**config.mk**
```make
export PLATFORM = sky130hd
export DESIGN_NAME = tmr_cmp_unit
export DESIGN_NICKNAME = d
export VERILOG_FILES = /design/src/rtl/tmr_cmp_pkg.sv /design/src/rtl/tmr_cmp_counter.sv /design/src/rtl/tmr_cmp_channel.sv /design/src/rtl/tmr_cmp_unit.sv
export SDC_FILE = /design/constraint.sdc
export NUM_CORES = 1
export LEC_CHECK = 0
export ABC_AREA = 1
export BUFFER_PORTS_ARGS = -buffer_cell sky130_fd_sc_hd__buf_2
export CORE_MARGIN = 2
export CORE_UTILIZATION = 55
export DETAILED_ROUTE_END_ITERATION = 10
export PLACE_DENSITY = 0.76
export RECOVER_POWER = 100
export REMOVE_ABC_BUFFERS = 1
export SYNTH_ARGS = -nofsm -noshare
export SYNTH_HDL_FRONTEND = slang
export SYNTH_SLANG_ARGS = --single-unit
```
**constraint.sdc**
```tcl
create_clock -name clk -period 2.05 [get_ports clk]
set_input_delay 0.615 -clock clk [delete_from_list [all_inputs] [get_ports clk]]
set_output_delay 0.615 -clock clk [all_outputs]
set_load 0.02 [all_outputs]
```
**src/rtl/tmr_cmp_pkg.sv**
```systemverilog
package tmr_cmp_pkg;

    typedef enum logic [1:0] {
        PIN_OFF    = 2'b00,
        PIN_TOGGLE = 2'b01,
        PIN_CLEAR  = 2'b10,
        PIN_SET    = 2'b11
    } pin_act_e;

endpackage

```
**src/rtl/tmr_cmp_counter.sv**
```systemverilog
module tmr_cmp_counter #(
    parameter int CNT_W = 16
) (
    input  logic             clk,
    input  logic             rst_n,
    input  logic             tick_i,
    input  logic [CNT_W-1:0] top_i,
    output logic [CNT_W-1:0] cnt_o,
    output logic             at_top_o,
    output logic             at_bottom_o
);

    typedef struct packed {
        logic [CNT_W-1:0] cnt;
    } cnt_state_t;

    cnt_state_t st_d, st_q;

    always_comb begin
        st_d = st_q;
        if (tick_i) begin
            if (st_q.cnt == top_i) begin
                st_d.cnt = '0;
            end else begin
                st_d.cnt = st_q.cnt + 1'b1;
            end
        end
    end

    always_ff @(posedge clk or negedge rst_n) begin
        if (!rst_n) begin
            st_q <= '0;
        end else begin
            st_q <= st_d;
        end
    end

    assign cnt_o       = st_q.cnt;
    assign at_top_o    = (st_q.cnt == top_i);
    assign at_bottom_o = (st_q.cnt == '0);

    // no tick, no movement
    p_hold_r10: assert property (@(posedge clk) disable iff (!rst_n)
        !tick_i |=> $stable(st_q.cnt));

    // single step below TOP
    p_step_r2: assert property (@(posedge clk) disable iff (!rst_n)
        (tick_i && st_q.cnt != top_i) |=> (st_q.cnt == $past(st_q.cnt) + 1'b1));

    // wrap to zero at TOP
    p_wrap_r8: assert property (@(posedge clk) disable iff (!rst_n)
        (tick_i && st_q.cnt == top_i) |=> (st_q.cnt == '0));

endmodule

```
**src/rtl/tmr_cmp_channel.sv**
```systemverilog
module tmr_cmp_channel
    import tmr_cmp_pkg::*;
#(
    parameter int CNT_W = 16
) (
    input  logic             clk,
    input  logic             rst_n,
    input  logic             tick_i,
    input  logic [CNT_W-1:0] cnt_i,
    input  logic             cmp_we_i,
    input  logic [CNT_W-1:0] cmp_wdata_i,
    input  logic             ie_i,
    input  logic [1:0]       act_i,
    input  logic             clr_i,
    input  logic             ack_i,
    output logic [CNT_W-1:0] cmp_o,
    output logic             match_o,
    output logic             flag_o,
    output logic             irq_o,
    output logic             pin_o
);

    typedef struct packed {
        logic [CNT_W-1:0] cmp;
        logic             flag;
        logic             pin;
    } chan_state_t;

    chan_state_t st_d, st_q;
    logic        hit;
    pin_act_e    act;

    assign act = pin_act_e'(act_i);
    assign hit = tick_i && (cnt_i == st_q.cmp);

    always_comb begin
        st_d = st_q;

        if (cmp_we_i) begin
            st_d.cmp = cmp_wdata_i;
        end

        // clears first, hardware set last so it takes priority
        if (clr_i || ack_i) begin
            st_d.flag = 1'b0;
        end
        if (hit) begin
            st_d.flag = 1'b1;
        end

        case (act)
            PIN_OFF:    st_d.pin = 1'b0;
            PIN_TOGGLE: if (hit) st_d.pin = ~st_q.pin;
            PIN_CLEAR:  if (hit) st_d.pin = 1'b0;
            PIN_SET:    if (hit) st_d.pin = 1'b1;
            default:    st_d.pin = 1'b0;
        endcase
    end

    always_ff @(posedge clk or negedge rst_n) begin
        if (!rst_n) begin
            st_q <= '0;
        end else begin
            st_q <= st_d;
        end
    end

    assign cmp_o   = st_q.cmp;
    assign match_o = hit;
    assign flag_o  = st_q.flag;
    assign irq_o   = st_q.flag & ie_i;
    assign pin_o   = st_q.pin;

    // a match always leaves the flag set
    p_flag_set_r3: assert property (@(posedge clk) disable iff (!rst_n)
        hit |=> st_q.flag);

    // acknowledge without a match clears
    p_ack_clear_r5: assert property (@(posedge clk) disable iff (!rst_n)
        (ack_i && !hit) |=> !st_q.flag);

    // write-one clear without a match clears
    p_w1c_r6: assert property (@(posedge clk) disable iff (!rst_n)
        (clr_i && !hit) |=> !st_q.flag);

    // no tick, no new flag
    p_no_tick_flag_r10: assert property (@(posedge clk) disable iff (!rst_n)
        (!tick_i && !st_q.flag) |=> !st_q.flag);

    // no tick, pin holds unless disconnected
    p_no_tick_pin_r10: assert property (@(posedge clk) disable iff (!rst_n)
        (!tick_i && act_i != 2'b00) |=> $stable(st_q.pin));

    // disconnected mode holds the pin low
    p_pin_off_r9: assert property (@(posedge clk) disable iff (!rst_n)
        (act_i == 2'b00) |=> !st_q.pin);

endmodule

```
**src/rtl/tmr_cmp_unit.sv**
```systemverilog
module tmr_cmp_unit
    import tmr_cmp_pkg::*;
#(
    parameter int CNT_W  = 16,
    parameter int NUM_CH = 2
) (
    input  logic                              clk,
    input  logic                              rst_n,
    input  logic                              tick_en,
    input  logic                              wr_en,
    input  logic [$clog2(NUM_CH+2)-1:0]       wr_sel,
    input  logic [CNT_W-1:0]                  wr_data,
    input  logic [NUM_CH-1:0]                 int_ack,
    output logic [CNT_W-1:0]                  cnt_o,
    output logic [NUM_CH-1:0]                 match_o,
    output logic [NUM_CH-1:0]                 flag_o,
    output logic [NUM_CH-1:0]                 irq_o,
    output logic [NUM_CH-1:0]                 pin_o,
    output logic                              at_top_o,
    output logic                              at_bottom_o
);

    localparam int SEL_W      = $clog2(NUM_CH + 2);
    localparam int SEL_CTL    = NUM_CH;
    localparam int SEL_CLR    = NUM_CH + 1;
    localparam int CTL_W      = 3 * NUM_CH + 1;
    localparam int TOPSEL_BIT = 3 * NUM_CH;

    typedef struct packed {
        logic [CTL_W-1:0] ctl;
    } unit_state_t;

    unit_state_t       st_d, st_q;
    logic [NUM_CH-1:0] clr_vec;
    logic [CNT_W-1:0]  cmp_arr [NUM_CH];
    logic [CNT_W-1:0]  top_val;
    logic [CNT_W-1:0]  cnt;

    always_comb begin
        st_d = st_q;
        if (wr_en && wr_sel == SEL_W'(SEL_CTL)) begin
            st_d.ctl = wr_data[CTL_W-1:0];
        end
    end

    always_ff @(posedge clk or negedge rst_n) begin
        if (!rst_n) begin
            st_q <= '0;
        end else begin
            st_q <= st_d;
        end
    end

    assign clr_vec = (wr_en && wr_sel == SEL_W'(SEL_CLR)) ? wr_data[NUM_CH-1:0] : '0;
    assign top_val = st_q.ctl[TOPSEL_BIT] ? cmp_arr[0] : '1;

    tmr_cmp_counter #(
        .CNT_W (CNT_W)
    ) u_counter (
        .clk         (clk),
        .rst_n       (rst_n),
        .tick_i      (tick_en),
        .top_i       (top_val),
        .cnt_o       (cnt),
        .at_top_o    (at_top_o),
        .at_bottom_o (at_bottom_o)
    );

    assign cnt_o = cnt;

    for (genvar g = 0; g < NUM_CH; g++) begin : g_chan
        logic cmp_we;
        assign cmp_we = wr_en && (wr_sel == SEL_W'(g));

        tmr_cmp_channel #(
            .CNT_W (CNT_W)
        ) u_chan (
            .clk         (clk),
            .rst_n       (rst_n),
            .tick_i      (tick_en),
            .cnt_i       (cnt),
            .cmp_we_i    (cmp_we),
            .cmp_wdata_i (wr_data),
            .ie_i        (st_q.ctl[g]),
            .act_i       (st_q.ctl[NUM_CH + 2*g +: 2]),
            .clr_i       (clr_vec[g]),
            .ack_i       (int_ack[g]),
            .cmp_o       (cmp_arr[g]),
            .match_o     (match_o[g]),
            .flag_o      (flag_o[g]),
            .irq_o       (irq_o[g]),
            .pin_o       (pin_o[g])
        );
    end

    // a control write lands in the next cycle
    p_ctl_write_r11: assert property (@(posedge clk) disable iff (!rst_n)
        (wr_en && wr_sel == SEL_W'(SEL_CTL)) |=> (st_q.ctl == $past(wr_data[CTL_W-1:0])));

    // interrupt never without its flag
    p_irq_needs_flag_r4: assert property (@(posedge clk) disable iff (!rst_n)
        ((irq_o & ~flag_o) == '0));

endmodule

```
==> results of run 1 <==
what timing repair did:
item	4_1_cts	5_1_grt
setup buffers	2	3
setup endpoints to repair	4	18
gates cloned	0	1
hold buffers	0	0
resized for setup	30	23
pin swaps	10	8
worst min-delay path, delay by kind of cell, from the launching register on:
| kind | cells | cell delay (ps) |
|---|---|---|
| AOI/OAI and AO/OA | 1 | 60 |
| DFF | 1 | 350 |
| and+or+nand+nor | 1 | 50 |
cell usage in the layout, fill, tap and decap left out, types with 2 or more instances in the layout:
cell type / count
nand2_1: 202
inv_1: 90
dfrtp_1: 57
buf_4: 57
o21ai_0: 54
nor2_1: 46
buf_2: 34
nand3_1: 29
nand4_1: 22
inv_2: 15
clkbuf_1: 13
nand2_2: 10
clkbuf_8: 9
xor2_1: 8
nor2_2: 6
nand3_2: 6
xnor2_1: 4
nand3b_1: 4
buf_6: 4
a21oi_1: 3
nor3_1: 3
nor3b_1: 3
clkinv_2: 3
clkbuf_2: 3
nor3_2: 2
clkinvlp_4: 2
dfrtp_2: 2
registers in the layout, summed over array words and instances (netlist names):
register	flops
g_chan.u_chan.cmp_o	32
g_chan.u_chan.flag_o	2
g_chan.u_chan.pin_o	2
st_q	7
u_counter.cnt_o	16
report_power, final:
part,switching (uW),leakage [uW],internal [uW]
logic,1640,0.00194,1110
clock network,521,0.0000950,556
registers,282,0.000709,1390
total,2440,0.00274,3060
synthesized netlist by cell type (all sizes together):
library cell	number	area share [%]
dfrtp	59	38
xor2	8	1.8
nor3b	3	0.57
a21oi	3	0.38
xnor2	6	1.3
buf	18	3.7
o22ai	1	0.16
clkbuf	7	0.67
nand3b	4	0.77
nor3	5	0.64
or2	1	0.16
nor2	53	5.3
ha	2	0.64
nand4	22	3.5
o21ai	55	7.0
nand2	212	20
inv	105	10
nand3	36	5.1
nor4	1	0.16
path summary, 6_finish.rpt:
kind / from / to / slack [ps] / cells after the start
max in group asynchronous: rst_n / st_q[6]$_DFFE_PN0P_ / 360 / 2
min in group asynchronous: rst_n / g_chan[0].u_chan.cmp_o[11]$_DFFE_PN0P_ / 690 / 2
max: u_counter.cnt_o[14]$_DFFE_PN0P_ / match_o[1] / -340 / 7
max reg2reg: u_counter.cnt_o[1]$_DFFE_PN0P_ / u_counter.cnt_o[12]$_DFFE_PN0P_ / 150 / 10
min: g_chan[1].u_chan.cmp_o[0]$_DFFE_PN0P_ / g_chan[1].u_chan.cmp_o[0]$_DFFE_PN0P_ / 490 / 2
min reg2reg: g_chan[1].u_chan.cmp_o[0]$_DFFE_PN0P_ / g_chan[1].u_chan.cmp_o[0]$_DFFE_PN0P_ / 490 / 2
area by class of cell:
class / instances / area [um^2] / share of cell area, %
Clock buffer: 9 / 123.9 / 2.508
Sequential cell: 59 / 1479 / 29.94
Clock inverter: 7 / 68.82 / 1.393
Tap cell: 96 / 120.1 / 2.432
Multi-Input combinational cell: 412 / 1994 / 40.37
Timing Repair Buffer: 114 / 759.5 / 15.37
Inverter: 105 / 394.1 / 7.979
through the flow:
stage	total power (uW)	setup slack (ps)	instances	TNS (ps)
final	5501	-340.9	802	-1225
after global placement	4165	-82.53	780	-177.2
after CTS	5353	-322.8	798	-1080
after detailed placement	4194	-43.53	780	-85.17
after global routing	5864	-444.1	802	-1591
after floorplan	3029	-578.7	576	-911.5
per-layer routing:
layer / track usage, % / part of all wire (%) / vias to the layer above
li1: - / - / 2057
met1: 44.56 / 44 / 1946
met2: 52.15 / 46 / 178
met3: 7.463 / 7.5 / 29
met4: 11.57 / 2.3 / 0
met5: 0 / 0 / -
logic make-up after synthesis:
| family | count (synthesis) | share of synthesized area [%] |
|---|---|---|
| flip-flops | 59 | 37.62 |
| AO/OA/AOI/OAI | 59 | 7.555 |
| XOR/XNOR | 14 | 3.124 |
| buffers and inverters | 130 | 14.44 |
| AND/OR/NAND/NOR | 337 | 36.63 |
| adder cells (fa/ha/maj) | 2 | 0.6374 |
==> results summary, run 1 <==
The tightest min-delay check is of the register to register type. Routability-driven placement finished with a final weighted congestion of 1.024. The reported max-cap violation count is 0.

On the critical path, the stage with the largest delay is an instance of dfrtp_2. Clock latency on the worst-skew pair, taken at its later pin, is 340 ps. The maximum net fanout on the critical path came out at 4.

The final clock skew is 5.009 ps. The clock transition at the registers of the reported paths came out at 70 ps. The launching element type of the critical path is a register. The antenna violation net count after detailed routing is 0. The highest cell delay on the worst timing path came out at 480 ps.

The CTS tree is built. Counting every instance in the synthesized netlist gives 601. For the worst setup path, the data arrival time is 1780 ps.

VDD sags by at most 0.5918 mV. The die outline height came out at 88.48 um. The average vias per placed instance is 5.249. The clock sink count is 59. The total detailed-routing wirelength is 12.21 mm. The highest clock rate came out at 418.3 MHz.

The die extent in x is 88.48 um. The final non-filler cell area came out at 4940 um^2. The total die area is 7828 um^2. The synthesized design contains 59 register bits.

Setup repair after global routing could not meet its margin everywhere. Of the cells placed in the final design, the portion with a size suffix greater than 1 is 23.37%. The share of the cycle needed by the critical path after routing is 116.6%.

The number of buffers inserted by port buffering came out at 49. The largest delay contributor family on the critical path is flip-flops. Detailed routing inserted a total of 4,210 vias. The flow ran to the end, but the final reports show violations.

The via count of the first global-routing pass came out at 3,863. In the routed design, unresolved DRC markers number 0. The worst-case headroom to the max-slew limit came out at 2.572%. The average cell area after synthesis came out at 6.531 um^2.

STA puts the critical path data required time at 1430 ps. The share of the Yosys chip area taken by registers is 37.62%. Entering global routing, the biggest net connects 60 pins. The areal power density over the cells is 1114 nW/um^2. The total global routing track utilization is 32.93%. The worst-margin pin slew came out at 1461 ps.

Summing all placed instances gives a cell area of 4586 um^2. The number of iterations in the first detailed-routing pass is 7. The final worst hold slack came out at 491.6 ps.

The top-level I/O count came out at 50. The count of H-tree levels built during CTS came out at 3. The layout has 602 filler cells. The initial utilization of the core area, before any placement, comes to 57.45%. The signal on the critical path passes through xnor2_2 -> buf_4 -> nand3_2 -> nor2_1 -> nand2_1 -> nor3_2 -> buf_4.

The static power due to leakage is 0.002742 uW. The global route total overflow came out at 0. The number of max-slew violations in the final report is 0.

The first global-routing pass estimated 19.33 mm of wire. The growth of design area from synthesis to finish came out at 25.85%. The time the worst path needs with I/O delays and setup came out at 2391 ps. The combined buffer and inverter count along the critical path is 2. The number of antenna violations at the first check in global routing came to 0. The checks that failed: negative setup slack. STA classifies the critical path endpoint as an output pin. After the first detailed-routing iteration, the DRC count stood at 371. The number of antenna diodes in the final layout is 0. Setup violations remaining at the end of the flow were counted as 4. The category of the most critical setup path is register to output pin.

The number of nets at the end of the flow is 727. The count of unique library cells instantiated by Yosys is 26. In this run the clock root is driven by a clkbuf_8. The post-synthesis cell area is 3925 um^2.

In this design, the critical path's most frequently occurring cell is buf_4. The number of core rows is 30. The core region area came out at 6832 um^2.

The HPWL after detailed placement came out at 9.151 mm. Buffers inserted during clock tree synthesis total 9. The count of warnings emitted by yosys is 0.

Cells fill 72.31% of the core in the end. Dividing the detail-routed wire length by the instance count gives 15.22 um. The number of endpoints with negative hold slack in the final report is 0. The buffer levels on the longest clock path is 2. The final setup slack of the worst path is -340.9 ps.
Power figures use the tool's default switching activity.
==> inputs of run 2 (changes only) <==
--- a/config.mk
+++ b/config.mk
@@ -6,13 +6,15 @@
 export NUM_CORES = 1
 export LEC_CHECK = 0
 export ABC_AREA = 1
-export BUFFER_PORTS_ARGS = -buffer_cell sky130_fd_sc_hd__buf_2
+export BUFFER_PORTS_ARGS = -buffer_cell sky130_fd_sc_hd__clkbuf_2
 export CORE_MARGIN = 2
 export CORE_UTILIZATION = 55
+export CTS_BUF_LIST = sky130_fd_sc_hd__clkbuf_8 sky130_fd_sc_hd__clkbuf_16
 export DETAILED_ROUTE_END_ITERATION = 10
 export PLACE_DENSITY = 0.76
 export RECOVER_POWER = 100
 export REMOVE_ABC_BUFFERS = 1
+export SLEW_MARGIN = 20
 export SYNTH_ARGS = -nofsm -noshare
 export SYNTH_HDL_FRONTEND = slang
 export SYNTH_SLANG_ARGS = --single-unit
==> results summary, run 2 (synthesized netlist as in run 1, its figures left out) <==
The flow ran to the end, but the final reports show violations. The checks that failed: negative setup slack. The number of max-slew violations in the final report came out at 0 (unchanged). The count of cells along the worst hold path is 2 (unchanged). The areal power density over the cells is 1151 nW/um^2 (+3.4%). The number of buffers inserted by port buffering is 49 (unchanged). TritonCTS built the clock tree. The weighted congestion at the end of routability-driven global placement is 0.9825 (-4.1%).

The pin count of the biggest net entering global routing is 60 (unchanged). The number of filler cells placed in the layout is 588 (-2.3%). The number of antenna cells inserted came out at 0 (unchanged). The number of antenna violations at the first check in global routing came out at 0 (unchanged). The area taken by flip-flops and latches came to 1486 um^2 (+0.51%). The instance count after placement with tap cells included was 783 (+0.38%). The time the worst path needs with I/O delays and setup is 2408 ps (+17.16 ps). The number of nets at the end of the flow is 736 (+1.2%). The remaining routing DRC violations came out at 0 (unchanged).

The global route total overflow came out at 0 (unchanged). The total number of vias came out at 4,229 (+0.45%). The most common cell after layout, fill and taps aside is nand2_1. The final setup slack of the worst path came out at -358.1 ps (-17.16 ps). The detailed router's first-iteration violation count is 343 (-7.5%).

The startpoint identified for the worst register-to-register timing path is u_counter.cnt_o[1]$_DFFE_PN0P_. The number of core rows came out at 30 (unchanged). The clock transition at the registers of the reported paths came out at 70 ps (about the same). The footprint of the multi-input gates is 1964 um^2 (-1.5%). The kind of end point of the critical path is an output pin. The flop-to-flop setup slack came out at 140 ps (about the same). The clock sink count is 59 (unchanged). The core occupancy in the finished layout came out at 73.74% (+1.4 points). The number of buffers inserted for hold repair after clock tree synthesis is 0 (unchanged).

The core region area is 6832 um^2 (unchanged). The die outline height came to 88.48 um (unchanged). The top-level I/O count came out at 50 (unchanged). The first-pass GRT wire length is 19.44 mm (+0.54%).

The growth of design area from synthesis to finish is 28.34%. The final cell count without fillers came to 810 (+1.0%). The average vias per placed instance is 5.221 (-0.54%). The total detailed-routing wirelength came out at 12.28 mm (+0.59%). The static power due to leakage is 0.002812 uW (+2.5%). The count of H-tree levels built during CTS is 3 (unchanged).

The antenna violation net count after detailed routing is 0 (unchanged). The highest clock rate was 415.3 MHz (-0.71%). The worst register-to-register path ends at u_counter.cnt_o[12]$_DFFE_PN0P_. The clock insertion delay at the later pin of the skew report is 340 ps (about the same).

The worst path required time came to 1430 ps (about the same). The length in cells of the worst reg-to-reg path is 11 (+1). The ratio of cells with drive above 1 in the final layout is 24.65% (+1.3 points). The worst-case headroom to the max-slew limit is 1.896% (-0.68 points). The min-delay analysis places its worst path in the category register to register. The number of iterations in the first detailed-routing pass came to 6 (-1). The effective utilization at floorplan is 57.45% (unchanged).

The worst-margin pin slew came to 1472 ps (+10.14 ps). The worst hold path begins at g_chan[0].u_chan.cmp_o[0]$_DFFE_PN0P_. The HPWL after detailed placement came to 9.277 mm (+1.4%). The total die area is 7828 um^2 (unchanged). The setup TNS after final layout is -1164 ps (+60.57 ps). The buffer levels on the longest clock path came out at 2 (unchanged). The average wire per standard cell is 15.16 um (-0.40%). The final clock skew came out at 8.989 ps (+3.980 ps).

The via count of the first global-routing pass is 3,927 (+1.7%). The worst hold path terminates at g_chan[0].u_chan.cmp_o[0]$_DFFE_PN0P_. The number of clock buffers inserted by TritonCTS came out at 9 (unchanged). The final non-filler cell area came to 5037 um^2 (+2.0%). The reported max-cap violation count is 0 (unchanged).

The worst vdd rail ir drop came out at 0.5768 mV (-2.5%). The tree is rooted in a clkbuf_8. STA classifies the critical path startpoint as a register. The die extent in x came out at 88.48 um (unchanged). The category of the most critical setup path is register to output pin. The maximum net fanout on the critical path is 12 (+8). The top cell types in the final layout, fill and taps aside, are nand2_1 (199), inv_1 (91), buf_4 (68). The final worst hold slack is 489.7 ps (-1.965 ps). The number of flip-flops in the largest register is 32 (unchanged). The arrival time of data at the critical path endpoint is 1790 ps (about the same). The total global routing track utilization came out at 33.04% (+0.11 points).

Setup repair after global routing could not meet its margin everywhere. The number of endpoints failing setup at the final stage came out at 4 (unchanged). The number of endpoints with negative hold slack in the final report is 0 (unchanged). The share of the cycle needed by the critical path after routing came to 117.5% (+0.84 points). The area of placed instances is 4608 um^2 (+0.49%).
-- run 2: worst max-delay path by stage --
| stage | start | endpoint | depth (start not counted) |
|---|---|---|---|
| after CTS | st_q[6]$_DFFE_PN0P_ | at_top_o | 7 |
| after global routing | st_q[6]$_DFFE_PN0P_ | at_top_o | 8 |
| after floorplan | st_q[6]$_DFFE_PN0P_ | at_top_o | 6 |
| final | st_q[6]$_DFFE_PN0P_ | at_top_o | 8 |
| after detailed placement | u_counter.cnt_o[9]$_DFFE_PN0P_ | match_o[1] | 7 |
| after global placement | u_counter.cnt_o[9]$_DFFE_PN0P_ | match_o[1] | 7 |
-- run 2: report_power, final --
part | internal, uW | leakage (uW) | total, uW | switching, uW
clock | 867 | 0.000122 | 1340 | 475
combinational | 1120 | 0.00199 | 2760 | 1630
sequential | 1400 | 0.000705 | 1700 | 299
total | 3390 | 0.00281 | 5800 | 2410
-- run 2: layout make-up --
cell class	instances	area share, %
Clock inverter	4	1.937
Timing Repair Buffer	123	16.34
Clock buffer	11	3.005
Multi-Input combinational cell	412	39.00
Sequential cell	59	29.51
Tap cell	96	2.384
Inverter	105	7.824
-- run 2: critical path, stage by stage (launching register included) --
cell and delay (ps):
dfrtp_2 460, buf_12 160, nand2_2 60, nand2_1 70, nand3_1 90, nor3_2 200, nand2_1 90, nor3_2 160
buf_4 180
-- run 2: per-stage QoR --
| step | setup slack [ps] | total power, uW |
|---|---|---|
| final | -358.1 | 5799 |
| after global routing | -425.2 | 6187 |
| after CTS | -345.8 | 5620 |
| after detailed placement | -57.85 | 4168 |
| after global placement | -40.23 | 4123 |
| after floorplan | -578.7 | 3029 |
-- run 2: timing repair --
item | CTS | global route
resized for setup | 23 | 39
hold endpoints to repair | 0 | 0
cloned | 1 | 0
pin swaps | 6 | 14
endpoints found under the setup margin | 4 | 10
setup buffers | 4 | 7
-- run 2: routing by layer --
layer / vias to the layer above / GRT usage [%] / wire [um]
li1: 2076 / - / -
met1: 1932 / 44.72 / 5353
met2: 188 / 52.36 / 5751
met3: 33 / 6.903 / 801
met4: 0 / 12.26 / 371
met5: - / 0 / 0
==> inputs of run 3 (changes only) <==
--- a/config.mk
+++ b/config.mk
@@ -17,4 +17,5 @@
 export SLEW_MARGIN = 20
 export SYNTH_ARGS = -nofsm -noshare
 export SYNTH_HDL_FRONTEND = slang
+export SYNTH_HIERARCHICAL = 1
 export SYNTH_SLANG_ARGS = --single-unit
==> results summary, run 3 <==
The worst vdd rail ir drop came out at 0.6158 mV (+6.8%). The total die area is 8138 um^2 (+4.0%). The launching element type of the critical path is a register. The area of placed instances came to 4705 um^2 (+2.1%). The class of the tightest hold or removal check is register to register.

Setup repair after global routing could not meet its margin everywhere. The number of synthesized flops with an enable pin is 0 (unchanged). The tree is rooted in a clkbuf_8. The fraction of met1 tracks used by global routing came out at 37.71% (-7.0 points). The average cell area after synthesis is 6.347 um^2 (-2.8%).

The average vias per placed instance came out at 5.153 (-1.3%). The antenna violation net count after detailed routing came out at 0 (unchanged). The final cell count without fillers came to 861 (+6.3%). The total global routing track utilization is 28.41% (-4.6 points). The detailed router's first-iteration violation count is 352 (+2.6%).

The top-level I/O count came out at 50 (unchanged). The via count of the first global-routing pass is 3,866 (-1.6%). The time the worst path needs with I/O delays and setup came out at 2455 ps (+47.25 ps). The final clock skew is 7.346 ps (-1.642 ps).

The number of antenna violations at the first check in global routing was 0 (unchanged). Leaving out fill and tap cells, the most frequent cell in the layout is nand2_1. The number of clock buffers inserted by TritonCTS is 9 (unchanged). By count the netlist is led by nand2_1 (239), inv_1 (124), dfrtp_1 (59), nor2_1 (52), o21ai_0 (38). The clock sink count is 59 (unchanged). The first-pass GRT wire length is 18.43 mm (-5.2%). The checks that failed: max-capacitance violations, max-slew violations, negative setup slack. The signal on the critical path passes through clkbuf_16 -> nand2_4 -> inv_1 -> nand2_1 -> nand2_1 -> nor2_1 -> nand2_1 -> nor2_4 -> nand2_2 -> inv_2 -> buf_8. The most used flip-flop cell after synthesis is dfrtp_1. The gate count of the mapped netlist is 644 (+7.2%). The remaining routing DRC violations came out at 0 (unchanged). The HPWL after detailed placement came out at 8.288 mm (-11%). The instance count after placement with tap cells included came to 817 (+4.3%). The met3 track demand over resource in global routing came out at 4.526% (-2.4 points). The number of nets at the end of the flow is 783 (+6.4%).

The count of warnings emitted by yosys is 6 (+6). The kind of end point of the critical path is an output pin. The count of unique library cells instantiated by Yosys is 32 (+23%). The highest clock rate came to 407.3 MHz (-1.9%). The areal power density over the cells came out at 892.5 nW/um^2 (-22%). The global route total overflow came out at 0 (unchanged).

The number of buffers inserted by port buffering is 49 (unchanged). The footprint of the multi-input gates is 2064 um^2 (+5.1%). The growth of design area from synthesis to finish is 28.31% (about the same). The flow ran to the end, but the final reports show violations. The flip-flop and latch count after synthesis came out at 59 (unchanged). The final setup slack of the worst path came out at -405.3 ps (-47.25 ps). The die outline height came out at 90.21 um (+2.0%). The clock transition at the registers of the reported paths is 70 ps (about the same). The total detailed-routing wirelength came out at 12.17 mm (-0.90%).

The area share of the largest cell type after synthesis came out at 36.12% (-1.5 points). The largest area contributor in the netlist is dfrtp_1. The number of endpoints failing setup at the final stage came to 4 (unchanged). The number of flip-flops in the largest register came to 32 (unchanged).

The category of the most critical setup path is register to output pin. The number of core rows is 31 (+3.3%). The sequential cell area fraction in the yosys report came out at 36.12% (-1.5 points).

The pin count of the biggest net entering global routing came out at 60 (unchanged). The maximum net fanout on the critical path came out at 8 (-4). The number of antenna cells inserted is 0 (unchanged). Among all cell types in the netlist, the one instantiated most often is nand2_1. The global routing stage identified its most utilized layer as met2.

The combined buffer and inverter count along the critical path came out at 4 (+2). The number of buffers inserted for hold repair after clock tree synthesis came out at 0 (unchanged). TritonCTS built the clock tree. The setup slack after placement came out at -73.22 ps (-15.36 ps).

The count of H-tree levels built during CTS came to 3 (unchanged). The worst-margin pin slew is 1528 ps (+56.49 ps). The post-synthesis cell area was 4088 um^2 (+4.1%). The total number of vias is 4,437 (+4.9%).

The arrival time of data at the critical path endpoint is 1840 ps (+50 ps). The slowest stage of the critical path belongs to the cell dfrtp_2. The number of endpoints with negative hold slack in the final report came out at 0 (unchanged).

The number of iterations in the first detailed-routing pass came out at 7 (+1). The number of max-slew violations in the final report came out at 60 (+60). The share of the cycle needed by the critical path after routing was 119.8% (+2.3 points).

The number of filler cells placed in the layout came out at 595 (+1.2%). The die extent in x is 90.21 um (+2.0%). The proportion of register bits with asynchronous set or reset after synthesis came to 100.0% (unchanged). The largest delay contributor family on the critical path is simple AND/OR/NAND/NOR gates.

The static power due to leakage came to 0.003032 uW (+7.8%). The met2 track demand over resource in global routing is 46.55% (-5.8 points). The library cells used most frequently in the layout, excluding fill and tap cells, are nand2_1 (217), inv_1 (122), buf_4 (50). The worst path required time came out at 1430 ps (about the same). The effective utilization at floorplan is 56.66% (-0.79 points). The buffer levels on the longest clock path came out at 2 (unchanged). The weighted congestion at the end of routability-driven global placement was 1.005 (+2.3%). In the post-synthesis netlist, the biggest area contributors are dfrtp_1 (36%), nand2_1 (22%), inv_1 (11%). The ratio of cells with drive above 1 in the final layout is 28.22% (+3.6 points).

The critical path's most frequent cell is nand2_1. The highest cell delay on the worst timing path is 470 ps (about the same). The worst-case headroom to the max-slew limit came out at -1.871% (-3.8 points). The clock insertion delay at the later pin of the skew report was 350 ps (about the same). The area taken by flip-flops and latches came out at 1494 um^2 (+0.50%). The average wire per standard cell is 14.13 um (-6.8%).

The core region area was 7214 um^2 (+5.6%). The total power came out at 4681 uW (-19%). The final non-filler cell area came out at 5245 um^2 (+4.1%). The reported max-cap violation count came out at 1 (+1).
## run 3: changes by cell type in the layout (fill, tap and decap cells not counted), sizes merged, moves of 3 or more
| cell | delta |
|---|---|
| nor2 | +13 |
| nand3b | -4 |
| clkinv | +8 |
| clkbuf | +4 |
| nand4 | -6 |
| nand3 | -16 |
| buf | -16 |
| o21ai | -16 |
| nor3b | -3 |
| nand2 | +36 |
| inv | +42 |
## run 3: final timing paths
check | from | slack (ps) | end | cells after the start
max | st_q[6]$_DFFE_PN0P_ | -410 | at_top_o | 11
min | st_q[1]$_DFFE_PN0P_ | 490 | st_q[1]$_DFFE_PN0P_ | 2
min reg2reg | st_q[1]$_DFFE_PN0P_ | 490 | st_q[1]$_DFFE_PN0P_ | 2
min in group asynchronous | rst_n | 720 | u_counter/cnt_o[1]$_DFFE_PN0P_ | 2
max in group asynchronous | rst_n | 330 | st_q[6]$_DFFE_PN0P_ | 2
max reg2reg | u_counter/cnt_o[0]$_DFFE_PN0P_ | 150 | u_counter/cnt_o[10]$_DFFE_PN0P_ | 13
## run 3: power by group
part | internal (uW) | leakage [uW] | switching (uW) | total, uW
Sequential | 1360 | 0.000713 | 277 | 1640
Combinational | 764 | 0.00220 | 1100 | 1870
Clock | 671 | 0.000114 | 504 | 1180
## run 3: what timing repair did
| item | CTS | global route |
|---|---|---|
| buffers inserted | 8 | 18 |
| pin swaps | 6 | 35 |
| setup endpoints to repair | 4 | 4 |
| gates cloned | 0 | 2 |
| gates resized for setup | 27 | 37 |
| endpoints found under the hold margin | 0 | 0 |
## run 3: logic make-up after synthesis
family          Yosys count  synth area share (%)
simple gates            360                 38.38
buf+inv                 161                 15.37
flops                    59                 36.12
compound gates           47                 6.183
xor+xnor                 13                 2.785
mux                       2                0.5509
fa+ha+maj                 2                0.6121
## run 3: tightest hold or removal path, delay by kind of cell (launching register included)
kind,cells,cell delay [ps]
flops,1,350
simple gates,2,100
## run 3: layout make-up
type / instances / share of cell area, %
multi-input cells: 424 / 39.36
flip-flops and latches: 59 / 28.48
repair buffers: 113 / 15.10
inverters: 150 / 10.73
clock buffers: 9 / 2.362
well taps: 99 / 2.362
clock inverters: 7 / 1.598
## run 3: layer usage
metal  wire, um  share of wire, %
met2       5705                47
met5          0                 0
met3        860               7.1
met4        399               3.3
met1       5200                43
## run 3: per-stage QoR
step / TNS, ps / hold slack [ps] / utilization [%]
6_report: -1327 / 486.4 / 72.70
5_1_grt: -2049 / 495.9 / 72.70
4_1_cts: -1021 / 284.5 / 70.01
3_5_place_dp: -131.3 / 475.4 / 65.21
3_3_place_gp: -98.91 / 458.5 / 65.21
2_1_floorplan: -6877 / 319.4 / -
